**src/rtl/prng_pkg.sv**
```systemverilog
// Shared types for the sequence generator: structure and feedback selectors.
package prng_pkg;
    typedef enum logic {
        ST_MANY_TO_ONE = 1'b0,
        ST_ONE_TO_MANY = 1'b1
    } prng_struct_e;

    typedef enum logic {
        FB_PLAIN_XOR = 1'b0,
        FB_INV_XNOR  = 1'b1
    } prng_fb_e;
endpackage

```
**src/rtl/prng_fib_next.sv**
```systemverilog
// Next-state logic for the many-to-one structure.
// Assumes TAP_MASK marks the state bits whose parity feeds the top bit
// and that the mask holds an even number of taps, so XNOR feedback equals
// the complement-domain form used here.
module prng_fib_next #(
    parameter int          W        = 16,
    parameter logic [W-1:0] TAP_MASK = 16'h002D
) (
    input  logic [W-1:0] cur,
    input  logic         inv,
    output logic [W-1:0] nxt
);
    logic [W-1:0] src;
    logic [W-1:0] tapped;
    logic         fb;
    logic [W-1:0] raw;

    assign src = inv ? ~cur : cur;

    // Select each tapped bit; untapped positions contribute zero.
    for (genvar i = 0; i < W; i++) begin : g_tap
        if (TAP_MASK[i]) begin : g_on
            assign tapped[i] = src[i];
        end else begin : g_off
            assign tapped[i] = 1'b0;
        end
    end

    assign fb  = ^tapped;
    assign raw = {fb, src[W-1:1]};
    assign nxt = inv ? ~raw : raw;
endmodule

```
**src/rtl/prng_gal_next.sv**
```systemverilog
// Next-state logic for the one-to-many structure.
// Assumes TOGGLE_MASK is already aligned to the right-shifted state
// (top bit set for the term that re-enters at the top).
module prng_gal_next #(
    parameter int           W           = 16,
    parameter logic [W-1:0] TOGGLE_MASK = 16'hB400
) (
    input  logic [W-1:0] cur,
    input  logic         inv,
    output logic [W-1:0] nxt
);
    logic [W-1:0] src;
    logic [W-1:0] shifted;
    logic [W-1:0] raw;

    assign src     = inv ? ~cur : cur;
    assign shifted = {1'b0, src[W-1:1]};

    // Apply the toggle mask only when the bit leaving the register was 1.
    always_comb begin
        raw = shifted;
        if (src[0]) raw = shifted ^ TOGGLE_MASK;
    end

    assign nxt = inv ? ~raw : raw;
endmodule

```
**src/rtl/prng16_core.sv**
```systemverilog
// Dual-structure sequence generator top.
// It captures the structure and feedback inputs at reset and at a seed
// load, steps on step_en, and replaces illegal seeds with a legal value.
// Assumes the mode inputs are meant to be read only at those two events.
module prng16_core
    import prng_pkg::*;
#(
    parameter int           W         = 16,
    parameter logic [W-1:0] FIB_TAPS  = 16'h002D,
    parameter logic [W-1:0] GAL_MASK  = 16'hB400
) (
    input  logic         clk,
    input  logic         rst_n,
    input  logic         step_en,
    input  logic         seed_load,
    input  logic [15:0]  seed_val,
    input  logic         struct_sel,
    input  logic         xnor_sel,
    output logic [15:0]  state_q,
    output logic         serial_bit,
    output logic         lockup
);
    localparam logic [W-1:0] ALL_ZERO  = '0;
    localparam logic [W-1:0] ALL_ONE   = '1;
    localparam logic [W-1:0] SAFE_XOR  = {{(W-1){1'b0}}, 1'b1};
    localparam logic [W-1:0] SAFE_XNOR = ~SAFE_XOR;

    prng_struct_e struct_q;
    prng_fb_e     fb_q;
    logic [W-1:0] nxt_fib;
    logic [W-1:0] nxt_gal;
    logic [W-1:0] nxt_sel;
    logic [W-1:0] seed_fixed;
    logic         inv_q;

    assign inv_q = (fb_q == FB_INV_XNOR);

    prng_fib_next #(.W(W), .TAP_MASK(FIB_TAPS)) u_fib (
        .cur(state_q), .inv(inv_q), .nxt(nxt_fib)
    );

    prng_gal_next #(.W(W), .TOGGLE_MASK(GAL_MASK)) u_gal (
        .cur(state_q), .inv(inv_q), .nxt(nxt_gal)
    );

    // Pick the next state of the captured structure.
    always_comb begin
        nxt_sel = (struct_q == ST_ONE_TO_MANY) ? nxt_gal : nxt_fib;
    end

    // Replace a seed equal to the illegal value of the requested feedback type.
    always_comb begin
        seed_fixed = seed_val;
        if (xnor_sel && seed_val == ALL_ONE)   seed_fixed = SAFE_XNOR;
        if (!xnor_sel && seed_val == ALL_ZERO) seed_fixed = SAFE_XOR;
    end

    // State and mode register: reset, then load, then step.
    always_ff @(posedge clk) begin
        if (!rst_n) begin
            struct_q <= prng_struct_e'(struct_sel);
            fb_q     <= prng_fb_e'(xnor_sel);
            state_q  <= xnor_sel ? ALL_ZERO : SAFE_XOR;
        end else if (seed_load) begin
            struct_q <= prng_struct_e'(struct_sel);
            fb_q     <= prng_fb_e'(xnor_sel);
            state_q  <= seed_fixed;
        end else if (step_en) begin
            state_q  <= nxt_sel;
        end
    end

    assign serial_bit = state_q[0];
    assign lockup     = inv_q ? (state_q == ALL_ONE) : (state_q == ALL_ZERO);

    // many-to-one XOR step shifts right by one position.
    a_r1_fib_shift: assert property (@(posedge clk) disable iff (!rst_n)
        (!seed_load && step_en && struct_q == ST_MANY_TO_ONE && fb_q == FB_PLAIN_XOR)
        |=> state_q[W-2:0] == $past(state_q[W-1:1]));

    // one-to-many XOR step, untouched low bits are a plain shift.
    a_r2_gal_low: assert property (@(posedge clk) disable iff (!rst_n)
        (!seed_load && step_en && struct_q == ST_ONE_TO_MANY && fb_q == FB_PLAIN_XOR)
        |=> state_q[9:0] == $past(state_q[10:1]));

    // no load and no step keeps the state.
    a_r5_hold: assert property (@(posedge clk) disable iff (!rst_n)
        (!seed_load && !step_en) |=> $stable(state_q));

    // a legal seed is taken as is, even with step_en high.
    a_r6_load_wins: assert property (@(posedge clk) disable iff (!rst_n)
        (seed_load && (xnor_sel ? seed_val != ALL_ONE : seed_val != ALL_ZERO))
        |=> state_q == $past(seed_val));

    // an all-ones seed under XNOR becomes the safe value.
    a_r7_xnor_fix: assert property (@(posedge clk) disable iff (!rst_n)
        (seed_load && xnor_sel && seed_val == ALL_ONE) |=> state_q == SAFE_XNOR);

    // the captured modes change only at a load.
    a_r9_mode_frozen: assert property (@(posedge clk) disable iff (!rst_n)
        !seed_load |=> ($stable(struct_q) && $stable(fb_q)));

    // the register never sits in its illegal state.
    a_r10_never_locked: assert property (@(posedge clk) disable iff (!rst_n)
        !lockup);
endmodule

```
**config.mk**
```make
export PLATFORM = sky130hd
export DESIGN_NAME = prng16_core
export DESIGN_NICKNAME = d
export VERILOG_FILES = /design/src/rtl/prng_pkg.sv /design/src/rtl/prng_fib_next.sv /design/src/rtl/prng_gal_next.sv /design/src/rtl/prng16_core.sv
export SDC_FILE = /design/constraint.sdc
export NUM_CORES = 1
export LEC_CHECK = 0
export BUFFER_PORTS_ARGS = -buffer_cell sky130_fd_sc_hd__buf_2
export CAP_MARGIN = 10
export CORE_MARGIN = 4
export CORE_UTILIZATION = 47
export CTS_CLUSTER_DIAMETER = 100
export CTS_CLUSTER_SIZE = 24
export DETAILED_ROUTE_END_ITERATION = 7
export PLACE_DENSITY = 0.86
export SYNTH_ARGS = -nofsm -noshare
export SYNTH_HDL_FRONTEND = slang
export SYNTH_SLANG_ARGS = --single-unit
export TNS_END_PERCENT = 30
```
**constraint.sdc**
```tcl
create_clock -name clk -period 1.6 [get_ports clk]
set_input_delay 0.08 -clock clk [delete_from_list [all_inputs] [get_ports clk]]
set_output_delay 0.08 -clock clk [all_outputs]
set_load 0.05 [all_outputs]
```
# Word level (Yosys, flattened, before mapping)
# Index checks and enable logic that the tools add are counted.
totals:
  output_inout_bits: 18
  inputBits: 22
  regBits: 18
classes:
  muxes: 16
  n_reduce_logical: 6
  eq_ne: 4
  n_bitwise: 4
op_table:
  columns: ["op", "n"]
  rows:
  - ["2-to-1 mux 16 bit", 10]
  - ["inverter 16 bit", 3]
  - ["equality test 16 bit (second input constant)", 2]
  - ["zero test 16 bit", 2]
  - ["XOR reduction 16 bit", 1]
  - ["2-to-1 mux 1 bit", 6]
  - ["inverter 3 -> 4 bit", 1]
  - ["inequality test 3 x 1 -> 1 bit (second input constant)", 1]
  - ["logical AND 1 bit", 2]
  - ["inequality test 2 x 1 -> 1 bit (second input constant)", 1]
  - ["zero test 1 bit", 1]

# Depth between registers and ports, before layout
logic_depth:
  word_depth: 10
  depth_mapped: 5
  mapped_depth_nobuf: 4

# Cells and area by module
# A second synthesis with hierarchy kept.
unflattened:
  hier_cells: 138
  area_unflattened_um2: 1297.5
modules_own_cells:
  columns: ["module", "area_per_inst_um2", "instances", "seq_area_each_um2", "cells_each"]
  rows:
  - ["prng16_core", 1076.0, 1, 540.5, 104]
  - ["prng_gal_next", 120.1, 1, 0.0, 16]
  - ["prng_fib_next", 101.3, 1, 0.0, 18]

# Worst setup path before layout
# OpenSTA, ideal clock, no wires.
synth_path:
  path_kind: "register -> output"
  startpoint: "reg state_q[0]"
  endpoint: "out lockup"
  path_buffers: 0
  slack_ps: -764
  t_arrival_ps: 2284
  stages_incl_launch_ff: 4
  path_cell_list: "edfxtp_1 > nor4_1 > nand4_1 > o31ai_1"
synth_between:
  elab_chain_len: 2
  word_cells_on_any_way: 3
  cone_classes: "eq/ne: 1; mux: 1; reduce/logical: 1"
synth_lines:
  columns: ["element", "line", "source"]
  rows:
  - ["start: declaration", "prng16_core.sv:19", "output logic [15:0] state_q,"]
  - ["start signal: assignment", "prng16_core.sv:63", "state_q <= xnor_sel ? ALL_ZERO : SAFE_XOR;"]
  - ["start signal: assignment", "prng16_core.sv:67", "state_q <= seed_fixed;"]
  - ["start signal: assignment", "prng16_core.sv:69", "state_q <= nxt_sel;"]
  - ["equality test 16 bit / zero test 16 bit (equally long branches)", "prng16_core.sv:74", "assign lockup = inv_q ? (state_q == ALL_ONE) : (state_q == ALL_ZERO);"]
  - ["2-to-1 mux 1 bit *", "prng16_core.sv:74", null]
  - ["end: declaration", "prng16_core.sv:21", "output logic lockup"]
# Every way passes the cells marked *; elsewhere a longest branch is shown, timed or not.

# Worst setup path after layout
layout_path:
  startpoint: "reg state_q[11]"
  endpoint: "out lockup"
# Same word-level chain as after synthesis.

==> metrics.md <==
| Metric | Value |
|---|---|
| Storage element area | `approximately 540 sq um` |
| Post-Synth Simple-Gate Area | `19.63%` |
| Fin crit share | `108.6%` |
| Worst-Margin Slew | `0.6787 ns` |
| Synth Warn # | `0` |
| GR Overflow Total | `0` |
| Critical path required time | `1.52 ns` |
| Area taken by multi-input logic gates | `between 400 and 500 sq um` |
| First-pass GRT wire length | `approximately 4.4 mm` |
| Syn Area/Cell | `between 10 and 15 sq um` |
| Sequential element share of the synthesized area | `about 54%` |
| Crit path launch type | `register` |
| First-pass iteration count of the detailed router | `4` |
| Post-synthesis register bit count | `18` |
| Mapped cell area | `between 0.001 and 0.0015 sq mm` |
| Mapped Cells | `87` |
| Final setup fails | `2` |
| Worst-path clk slew | `roughly 0.11 ns` |
| Largest family of logic cells by synthesized area | `simple AND/OR/NAND/NOR gates` |
| Crit Path Max Fanout | `3` |
| Pins over their slew limit | `0` |
| Leakage | `0.5777 nW` |
| Vias in the first global route | `between 900 and 1000` |
| Die width | `roughly 54 microns` |
| Placed Area | `between 0.001 and 0.0015 sq mm` |
| Final hold violations | `0` |
| Die Y | `54.29 microns` |
| Post-synthesis compound-gate area fraction | `13.29%` |
| IO Count | `40` |
| Most common cell after layout, fill and taps aside | `buf_2` |
| DIE AREA | `between 0.002 and 0.003 sq mm` |
| Skew final | `between 0.005 and 0.006 ns` |
| Status | `complete, but fails checks` |
| Total Wirelength | `2.878 mm` |
| Final worst slack | `-0.1381 ns` |
| Psw | `just under 0.0005 W` |
| Sequential Power Share | `between 40% and 50%` |
| Most frequent cells in the layout | `buf_2, edfxtp_1, nand4_1, buf_4, a22o_1` |
| Logic gate share of total power | `32.5%` |
| Cell Int Power | `0.0008041 W` |
| # rows | `16` |
| DRC | `0` |
| Pwr Density | `approximately 950 mW/mm^2` |
| Yosys cell types | `26` |
| GRT Total Usage | `between 20% and 30%` |
| Nets@finish | `between 150 and 200` |
| Fillers | `roughly 140` |
| Initial DRC count | `between 50 and 60` |
| Layout area overhead | `35.03%` |
| Arrival time at the worst endpoint | `around 1.7 ns` |
| Clock Latency Late Sink | `roughly 0.30 ns` |
| Initial antenna violation count | `0` |
| H-tree depth | `1` |
| Hpwl dp | `2.002 mm` |
| Dpl ws | `0.06738 ns` |
| CTS tree | `built` |
| Normalized max-slew margin | `between 50% and 60%` |
| Critical path endpoint category | `output pin` |
| Drt wl/cell | `17.77 microns` |
| Vias | `roughly 1000` |
| Fin area | `between 0.001 and 0.0015 sq mm` |
| Synth Net Count | `109` |
| Clk network pwr share | `a little under a fifth` |
| Clock Tree Buf Depth | `2` |
| TritonCTS buffer count | `3` |
| Unrepaired setup endpoints after global routing | `true` |
| Max Fclk | `between 0.5 and 0.6 GHz` |
| Switch share | `about 37%` |
| Num Clock Sinks | `18` |
| Core outline area | `~0.002 sq mm` |
| Max VDD drop | `0.0006454 V` |
| Setup_tns | `-0.1769 ns` |
| Synth Area in XOR/XNOR | `6.087%` |
| Max-cap viol count | `0` |
| Final hold slack | `0.02594 ns` |
| Buffers on Ports | `39` |
| Inserted Diodes | `0` |
| Root buf cell | `clkbuf_4` |
| Via density | `~6.2` |
| Antenna-violating nets left | `0` |
| Largest net degree at the start of global routing | `17` |
| Final GP Congestion | `slightly below 0.9` |
| Layout cell share with drive strength beyond 1 | `a little over two fifths` |
| Initial core utilization | `50.31%` |
| Tmin final | `approximately 1.7 ns` |
| Fraction of the mapped netlist area in adder cells | `0%` |
| Failing checks | `setup timing` |
| Mux cell area share after synthesis | `approximately 4%` |
| Hold crit path type | `in2reg` |
| Kind of critical path | `reg2out` |
[cell usage after synthesis]
cell type | number | share of area (%)
a21oi_1 | 1 | 0.50
a22o_1 | 7 | 6.1
a31oi_1 | 1 | 0.62
and2_1 | 1 | 0.62
buf_2 | 3 | 1.5
buf_4 | 1 | 0.75
clkbuf_1 | 1 | 0.37
edfxtp_1 | 18 | 54
inv_1 | 2 | 0.75
mux2i_1 | 4 | 4.0
nand2_1 | 3 | 1.1
nand2b_1 | 2 | 1.2
nand3_1 | 2 | 0.99
nand4_1 | 9 | 5.6
nor2b_1 | 5 | 3.1
nor3_1 | 3 | 1.5
nor3_2 | 1 | 0.99
nor4_1 | 6 | 3.7
o21a_1 | 2 | 1.5
o21ai_0 | 4 | 2.0
o311a_1 | 1 | 0.99
o31ai_1 | 1 | 0.75
o41ai_1 | 1 | 0.87
or4_1 | 1 | 0.75
xnor2_1 | 3 | 2.6
xor2_1 | 4 | 3.5
[state kept, by name (all words and copies together) (netlist names)]
name	count
state_q	16
fb_q	1
struct_q	1
[power groups by stage]
| stage | registers (W) | logic [W] | clock network, W |
|---|---|---|---|
| after floorplan | 0.000775 | 0.000123 | 0 |
| after global placement | 0.000636 | 0.000369 | 0 |
| after detailed placement | 0.000638 | 0.000375 | 0 |
| after CTS | 0.000624 | 0.000409 | 0.000239 |
| after global routing | 0.000636 | 0.000440 | 0.000260 |
| final | 0.000631 | 0.000417 | 0.000238 |
[worst max-delay path: stages (launching register included)]
cell and delay (ns):
edfxtp_1 0.45, nor4_2 0.31, nand4_1 0.20, o31ai_4 0.21
buf_6 0.18
[metrics by stage]
stage               utilization (%)  std cells  total power (W)
floorplan                         -         87        0.0008983
global placement              62.25        151         0.001005
detailed placement            62.25        151         0.001013
CTS                           67.31        162         0.001272
global route                  67.94        162         0.001336
finish                        67.94        162         0.001286
[worst paths after layout]
check	start	to	slack (ns)	cells after the start
min reg2reg	state_q[12]	state_q[11]	0.67	1
max reg2reg	state_q[5]	state_q[15]	-0.04	5
max	state_q[11]	lockup	-0.14	4
min	xnor_sel	fb_q	0.03	1
[what timing repair did]
| item | CTS | global route |
|---|---|---|
| pin swaps | 2 | 1 |
| endpoints found under the setup margin | 1 | 2 |
| gates resized for setup | 4 | 2 |
| hold endpoints to repair | 1 | 0 |
| hold buffers | 1 | 0 |
| setup buffers | 6 | 0 |
[kinds of logic after synthesis]
kind of cell,count (synthesis)
XOR/XNOR,7
multiplexers,4
AND/OR/NAND/NOR,33
flip-flops,18
buffers and inverters,7
AO/OA/AOI/OAI,18
[per-layer routing]
metal | global-route usage [%] | share of wire (%) | vias to the layer above | wire length, microns
met3 | 2.997 | 8.8 | 6 | 253
met1 | 26.26 | 39 | 475 | 1115
li1 | - | - | 446 | -
met5 | 0 | 0 | - | 0
met4 | 12.45 | 2.0 | 0 | 57
met2 | 35.66 | 50 | 74 | 1452
[final cells by class]
type                            instances  area share, %
Inverter                                2         0.5520
Tap cell                               27          2.484
Clock buffer                            3          1.656
Sequential cell                        18          39.74
Clock inverter                          1         0.2760
Multi-Input combinational cell         62          34.77
Timing Repair Buffer                   49          20.52
(Power assumes the default switching activity.)
